## src/rtl/tsq_pkg.sv

```systemverilog
package tsq_pkg;
  localparam int unsigned ROWS = 4;

  typedef logic [ROWS-1:0] colpat_t;

  localparam colpat_t PAT_C0 = 4'b0011;
  localparam colpat_t PAT_C1 = 4'b0101;
  localparam colpat_t PAT_C2 = 4'b0110;

  typedef enum logic [1:0] {
    CLS_0   = 2'd0,
    CLS_1   = 2'd1,
    CLS_2   = 2'd2,
    CLS_BAD = 2'd3
  } cls_e;

  // merge each legal pattern with its complement
  function automatic cls_e fold_class(colpat_t p);
    case (p)
      4'b0011, 4'b1100: fold_class = CLS_0;
      4'b0101, 4'b1010: fold_class = CLS_1;
      4'b0110, 4'b1001: fold_class = CLS_2;
      default:          fold_class = CLS_BAD;
    endcase
  endfunction

  function automatic colpat_t class_pat(cls_e c);
    case (c)
      CLS_0:   class_pat = PAT_C0;
      CLS_1:   class_pat = PAT_C1;
      CLS_2:   class_pat = PAT_C2;
      default: class_pat = '0;
    endcase
  endfunction
endpackage

```

## src/rtl/tsq_capture.sv

```systemverilog
module tsq_capture #(
  parameter int unsigned N = 11
) (
  input  logic                              clk,
  input  logic                              rst,
  input  logic                              start_i,
  input  logic                              vld_i,
  input  logic [N-1:0]                      vec_i,
  output logic [tsq_pkg::ROWS-1:0][N-1:0]   rows_o,
  output logic                              go_o
);
  localparam int unsigned IW = $clog2(tsq_pkg::ROWS);

  logic [tsq_pkg::ROWS-1:0][N-1:0] mem_q;
  logic [IW-1:0]                   idx_q;
  logic                            full_q;
  logic                            go_q;
  logic                            wr_en;

  assign wr_en = vld_i && !full_q && !start_i;

  // row storage written without reset
  always_ff @(posedge clk) begin
    if (wr_en) mem_q[idx_q] <= vec_i;
  end

  always_ff @(posedge clk) begin
    if (rst || start_i) begin
      idx_q  <= '0;
      full_q <= 1'b0;
      go_q   <= 1'b0;
    end else begin
      go_q <= 1'b0;
      if (wr_en) begin
        idx_q <= idx_q + 1'b1;
        if (idx_q == IW'(tsq_pkg::ROWS - 1)) begin
          full_q <= 1'b1;
          go_q   <= 1'b1;
        end
      end
    end
  end

  assign rows_o = mem_q;
  assign go_o   = go_q;
endmodule

```

## src/rtl/tsq_colclass.sv

```systemverilog
module tsq_colclass #(
  parameter int unsigned N  = 11,
  parameter int unsigned CW = $clog2(N + 1)
) (
  input  logic [tsq_pkg::ROWS-1:0][N-1:0] rows_i,
  output logic [CW-1:0]                   n0_o,
  output logic [CW-1:0]                   n1_o,
  output logic [CW-1:0]                   n2_o,
  output logic                            bad_o,
  output tsq_pkg::colpat_t                fold_x_o
);
  import tsq_pkg::*;

  cls_e cls [N];

  for (genvar c = 0; c < N; c++) begin : g_col
    colpat_t pat;
    // row 0 lands in the most significant bit
    for (genvar r = 0; r < ROWS; r++) begin : g_bit
      assign pat[ROWS-1-r] = rows_i[r][c];
    end
    assign cls[c] = fold_class(pat);
  end

  always_comb begin
    n0_o     = '0;
    n1_o     = '0;
    n2_o     = '0;
    bad_o    = 1'b0;
    fold_x_o = '0;
    for (int c = 0; c < N; c++) begin
      case (cls[c])
        CLS_0:   n0_o = n0_o + 1'b1;
        CLS_1:   n1_o = n1_o + 1'b1;
        CLS_2:   n2_o = n2_o + 1'b1;
        default: bad_o = 1'b1;
      endcase
      fold_x_o = fold_x_o ^ class_pat(cls[c]);
    end
  end
endmodule

```

## src/rtl/tsq_rowchk.sv

```systemverilog
module tsq_rowchk #(
  parameter int unsigned N = 11
) (
  input  logic [tsq_pkg::ROWS-1:0][N-1:0] rows_i,
  output logic                            dup_o,
  output logic                            par_o
);
  localparam int unsigned R  = tsq_pkg::ROWS;
  localparam int unsigned NP = R * (R - 1) / 2;

  logic [NP-1:0] eq;
  logic [R-1:0]  odd;

  for (genvar a = 0; a < R; a++) begin : g_a
    assign odd[a] = ^rows_i[a];
    for (genvar b = a + 1; b < R; b++) begin : g_b
      localparam int unsigned PI = a * R - a * (a + 1) / 2 + (b - a - 1);
      assign eq[PI] = (rows_i[a] == rows_i[b]);
    end
  end

  assign dup_o = |eq;
  assign par_o = ($countones(odd) != R / 2);
endmodule

```

## src/rtl/tsq_gatecalc.sv

```systemverilog
module tsq_gatecalc #(
  parameter int unsigned CW = 4
) (
  input  logic [CW-1:0]    n0_i,
  input  logic [CW-1:0]    n1_i,
  input  logic [CW-1:0]    n2_i,
  input  tsq_pkg::colpat_t fold_x_i,
  output logic [CW-1:0]    g0_o,
  output logic [CW-1:0]    g1_o,
  output logic [CW-1:0]    g2_o
);
  import tsq_pkg::*;

  logic [CW:0] s01, s02, s12;

  assign s01 = {1'b0, n0_i} + {1'b0, n1_i};
  assign s02 = {1'b0, n0_i} + {1'b0, n2_i};
  assign s12 = {1'b0, n1_i} + {1'b0, n2_i};

  // root class takes half the other two; the rest lose one first
  always_comb begin
    g0_o = '0;
    g1_o = '0;
    g2_o = '0;
    case (fold_x_i)
      PAT_C0: begin
        g0_o = CW'(s12 >> 1);
        g1_o = CW'((s02 - 1'b1) >> 1);
        g2_o = CW'((s01 - 1'b1) >> 1);
      end
      PAT_C1: begin
        g1_o = CW'(s02 >> 1);
        g0_o = CW'((s12 - 1'b1) >> 1);
        g2_o = CW'((s01 - 1'b1) >> 1);
      end
      PAT_C2: begin
        g2_o = CW'(s01 >> 1);
        g0_o = CW'((s12 - 1'b1) >> 1);
        g1_o = CW'((s02 - 1'b1) >> 1);
      end
      default: ;
    endcase
  end
endmodule

```

## src/rtl/tsq_qualifier.sv

```systemverilog
module tsq_qualifier #(
  parameter int unsigned N  = 11,
  parameter int unsigned CW = $clog2(N + 1)
) (
  input  logic          clk,
  input  logic          rst,
  input  logic          start_i,
  input  logic          vld_i,
  input  logic [N-1:0]  vec_i,
  output logic          done_o,
  output logic          pass_o,
  output logic          err_dup_o,
  output logic          err_par_o,
  output logic          err_col_o,
  output logic [CW-1:0] cls0_o,
  output logic [CW-1:0] cls1_o,
  output logic [CW-1:0] cls2_o,
  output logic [CW-1:0] gate0_o,
  output logic [CW-1:0] gate1_o,
  output logic [CW-1:0] gate2_o
);
  logic [tsq_pkg::ROWS-1:0][N-1:0] rows;
  logic                            go;
  logic [CW-1:0]                   n0, n1, n2, g0, g1, g2;
  logic                            col_bad, dup, par_bad, ok;
  tsq_pkg::colpat_t                fold_x;

  tsq_capture #(.N(N)) u_cap (
    .clk(clk), .rst(rst), .start_i(start_i), .vld_i(vld_i),
    .vec_i(vec_i), .rows_o(rows), .go_o(go)
  );

  tsq_colclass #(.N(N), .CW(CW)) u_col (
    .rows_i(rows), .n0_o(n0), .n1_o(n1), .n2_o(n2),
    .bad_o(col_bad), .fold_x_o(fold_x)
  );

  tsq_rowchk #(.N(N)) u_row (
    .rows_i(rows), .dup_o(dup), .par_o(par_bad)
  );

  tsq_gatecalc #(.CW(CW)) u_gate (
    .n0_i(n0), .n1_i(n1), .n2_i(n2), .fold_x_i(fold_x),
    .g0_o(g0), .g1_o(g1), .g2_o(g2)
  );

  assign ok = !dup && !par_bad && !col_bad;

  always_ff @(posedge clk) begin
    if (rst || start_i) begin
      done_o    <= 1'b0;
      pass_o    <= 1'b0;
      err_dup_o <= 1'b0;
      err_par_o <= 1'b0;
      err_col_o <= 1'b0;
      cls0_o    <= '0;
      cls1_o    <= '0;
      cls2_o    <= '0;
      gate0_o   <= '0;
      gate1_o   <= '0;
      gate2_o   <= '0;
    end else begin
      done_o <= go;
      if (go) begin
        pass_o    <= ok;
        err_dup_o <= dup;
        err_par_o <= par_bad;
        err_col_o <= col_bad;
        cls0_o    <= n0;
        cls1_o    <= n1;
        cls2_o    <= n2;
        gate0_o   <= ok ? g0 : '0;
        gate1_o   <= ok ? g1 : '0;
        gate2_o   <= ok ? g2 : '0;
      end
    end
  end
endmodule

```

## config.mk

```make
export PLATFORM = sky130hd
export DESIGN_NAME = tsq_qualifier
export DESIGN_NICKNAME = d
export VERILOG_FILES = /design/src/rtl/tsq_pkg.sv /design/src/rtl/tsq_capture.sv /design/src/rtl/tsq_colclass.sv /design/src/rtl/tsq_rowchk.sv /design/src/rtl/tsq_gatecalc.sv /design/src/rtl/tsq_qualifier.sv
export SDC_FILE = /design/constraint.sdc
export NUM_CORES = 1
export LEC_CHECK = 0
export BUFFER_PORTS_ARGS = -buffer_cell sky130_fd_sc_hd__buf_4
export CORE_MARGIN = 5
export CORE_UTILIZATION = 31
export CTS_BUF_LIST = sky130_fd_sc_hd__clkbuf_8
export DETAILED_ROUTE_END_ITERATION = 8
export PLACE_DENSITY_LB_ADDON = 0.2
export RECOVER_POWER = 100
export SLEW_MARGIN = 20
export SYNTH_ARGS = -nofsm -noshare
export SYNTH_HDL_FRONTEND = slang
export SYNTH_HIERARCHICAL = 1
export SYNTH_SLANG_ARGS = --single-unit
```

## constraint.sdc

```tcl
create_clock -name clk -period 10.2 [get_ports clk]
set_input_delay 1.02 -clock clk [delete_from_list [all_inputs] [get_ports clk]]
set_output_delay 1.02 -clock clk [all_outputs]
set_load 0.02 [all_outputs]
```

==> flow_metrics.env <==
export IMPL_start_util_pct=31.4
export IMPL_slowest_delay_ns=0.59
export IMPL_crit_path_frequent_cell="ha_1"
export IMPL_dpl_hpwl_um=18900
export IMPL_finalWirelength_um=23800
export IMPL_syn_to_final_growth_pct=7.84
export IMPL_worstMarginPinSlew_ns=1.67
export IMPL_clk_latency_ns=0.38
export IMPL_report_power_total_w=0.000922
export IMPL_dp_cells=1431
export IMPL_drive_above_1_share_pct=5.55
export IMPL_drv_slew=15
export IMPL_setup_viol=0
export IMPL_p_seq_share_pct=37.0
export IMPL_synth_top_flop_cell="edfxtp_1"
export IMPL_row_count=62
export IMPL_p_leak_nw=3.67
export IMPL_sw_frac_of_total_pct=37.7
export IMPL_whs_ns=0.477
export IMPL_crit_fanout=10
export IMPL_syn_avg_cell_area_sq_um=8.82
export IMPL_drtIter0Drc=394
export IMPL_cts_hold_buf=0
export IMPL_async_flop_share_pct=0
export IMPL_internal_power_w=0.000574
export IMPL_yosys_top_cells_area="edfxtp_1 15%, xnor2_1 13%, ha_1 11%"
export IMPL_grt_pass1_vias=7043
export IMPL_synth_edff_count=44
export IMPL_hold_viol=0
export IMPL_grt_overflow=0
export IMPL_grt_pass1_wl_um=37800
export IMPL_n_antenna_cell=0
export IMPL_combinationalPowerShare_pct=37.6
export IMPL_coreArea_sq_um=28800
export IMPL_wl_per_cell_um=16.4
export IMPL_synth_cell_types=87
export IMPL_yosysWarnings=6
export IMPL_cts_root_buf="clkbuf_8"
export IMPL_cts_buffer_depth=2
export IMPL_cts_resized=0
export IMPL_ir_drop_uv=57.2
export IMPL_postCtsSetupRepairBufs=0
export IMPL_postRouteAntennaNets=0
export IMPL_numCtsBuffers=9
export IMPL_drc=0
export IMPL_syn_area_sq_um=9040
export IMPL_yosysSeqAreaShare_pct=21.9
export IMPL_status="complete, but fails checks"
export IMPL_fin_worst_skew_ns=0.0161
export IMPL_num_nets_final=1160
export IMPL_cp_data_required_time_ns=10.52
export IMPL_syn_inst=1025
export IMPL_io_buffers=43
export IMPL_powerDensity_nw_per_um2=94.5
export IMPL_fin_crit_sh_pct=91.9
export IMPL_htreeDepth=3
export IMPL_setup_total_negative_slack_ns=0
export IMPL_num_vias=7288
export IMPL_vias_per_cell=5.04
export IMPL_p_sw_w=0.000347
export IMPL_layout_min_cycle_time_ns=9.38
export IMPL_yosys_area_top_type_share_pct=14.6
export IMPL_path_class="flop to flop"
export IMPL_dieWidth_um=181
export IMPL_clockPowerShare_pct=25.5
export IMPL_dieArea_sq_um=32700
export IMPL_cts_tree="built"
export IMPL_hold_path_class="flop to flop"
export IMPL_track_usage_pct=14.2
export IMPL_syn_nets=1127
export IMPL_max_freq_mhz=107
export IMPL_synth_area_leader_cell="edfxtp_1"
export IMPL_max_cap_violations=1
export IMPL_ios=44
export IMPL_stdcell_count=1447
export IMPL_start_kind="flop"
export IMPL_final_common_cell="xnor2_1"
export IMPL_nFillCells=3026
export IMPL_ys_seq_elements=77
export IMPL_path_clk_slew_ns=0.10
export IMPL_cp_end_kind="flop"
export IMPL_final_cell_mix="135 x xnor2_1, 83 x ha_1, 83 x xor2_1"
export IMPL_clock_sinks=77
export IMPL_fp_dieH_um=181
export IMPL_grt_antenna_before_repair=0
export IMPL_failed_checks="capacitance limit, slew limit"
export IMPL_first_pass_iters=5
export IMPL_cp_arrival_ns=9.70
export IMPL_gp_congestion=0.832
export IMPL_cpMaxStageDelayCell="fa_1"
export IMPL_relSlewSlack_pct=-11.3
export IMPL_grt_start_max_net_pins=18
export IMPL_rsz0062_at_grt="false"
## worst max-delay path, delay by kind of cell, from the launching register on
family	cells	cell delay (ns)
DFF	1	0.57
AOI/OAI and AO/OA	12	3.00
buffers and inverters	4	0.32
adders and majority gates	9	2.89
xor gates and xnor gates	3	0.43
muxes	2	0.49
and+or+nand+nor	12	1.62
## worst paths after layout
| check | startpoint | to | slack (ns) | cells past startpoint |
|---|---|---|---|---|
| max | u_cap/rows_o[0] | gate2_o[3] | 0.82 | 42 |
| min | gate2_o[2] | gate2_o[2] | 0.48 | 1 |
| max reg2reg | u_cap/rows_o[0] | gate2_o[3] | 0.82 | 42 |
| min reg2reg | gate2_o[2] | gate2_o[2] | 0.48 | 1 |
## logic make-up (layout without fill, tap and decap cells)
| kind of cell | count (synthesis) | after routing | share of synthesized area (%) |
|---|---|---|---|
| xor+xnor | 226 | 226 | 22.9 |
| compound gates | 192 | 192 | 15.9 |
| simple gates | 319 | 319 | 18.4 |
| fa+ha+maj | 87 | 87 | 12.4 |
| flops | 77 | 77 | 21.9 |
| mux | 38 | 38 | 4.56 |
| other cells | 1 | 1 | 0.0415 |
| buf+inv | 85 | 123 | 3.89 |
## layout make-up
class	instances	area, sq um	share of cell area (%)
clock buffer	9	124	1.27
clock inverter	7	62.6	0.641
inverter	61	229	2.35
multi-input combinational	863	6690	68.6
sequential	77	1980	20.3
tap	384	480	4.93
timing repair buffer	46	188	1.92
## state kept, by name, summed over array words and instances (netlist names)
signal,count
cls2_o,4
gate2_o,4
gate1_o,4
err_par_o,1
u_cap/go_o,1
pass_o,1
gate0_o,4
u_cap/rows_o,44
done_o,1
cls1_o,4
err_col_o,1
cls0_o,4
u_cap/full_q,1
u_cap/idx_q,2
err_dup_o,1
## power by group through the flow
| stage | clock network [W] | registers [W] | logic [W] |
|---|---|---|---|
| after floorplan | 0 | 0.000344 | 0.000277 |
| after detailed placement | 0 | 0.000348 | 0.000345 |
| final | 0.000235 | 0.000341 | 0.000346 |
| after global routing | 0.000253 | 0.000342 | 0.000388 |
| after global placement | 0 | 0.000348 | 0.000346 |
| after CTS | 0.000246 | 0.000341 | 0.000348 |
## metal layers
metal	track usage, %	part of all wire (%)	vias to the layer above
li1	-	-	3721
met1	19.8	50	3430
met2	23.4	45	114
met3	2.13	3.2	23
met4	3.30	1.7	0
met5	0	0	-
## per-stage QoR
step           cell area (sq um)  util (%)  setup WS [ns]
2_1_floorplan               9040         -           1.54
3_3_place_gp                9750      33.9           1.02
3_5_place_dp                9750      33.9          0.841
4_1_cts                     9930      34.5          0.786
5_1_grt                     9750      33.9         0.0460
6_report                    9750      33.9          0.823
## cells in the mapped netlist (7+ instances only)
master	instances
inv_1	60
dfxtp_1	33
a22o_1	17
nor2b_1	48
a21oi_1	29
edfxtp_1	44
o21ai_0	28
xor2_1	83
nor2_1	62
nor4_1	10
a21o_1	7
mux2_2	18
nand3_1	40
mux2i_1	18
a31oi_1	11
nand2_1	64
nand2b_1	9
nand4_1	12
clkbuf_1	12
buf_2	8
nor3_1	29
xnor2_1	135
ha_1	83
o22ai_1	10
a22oi_1	7
a32o_1	14
(Power assumes the default switching activity.)
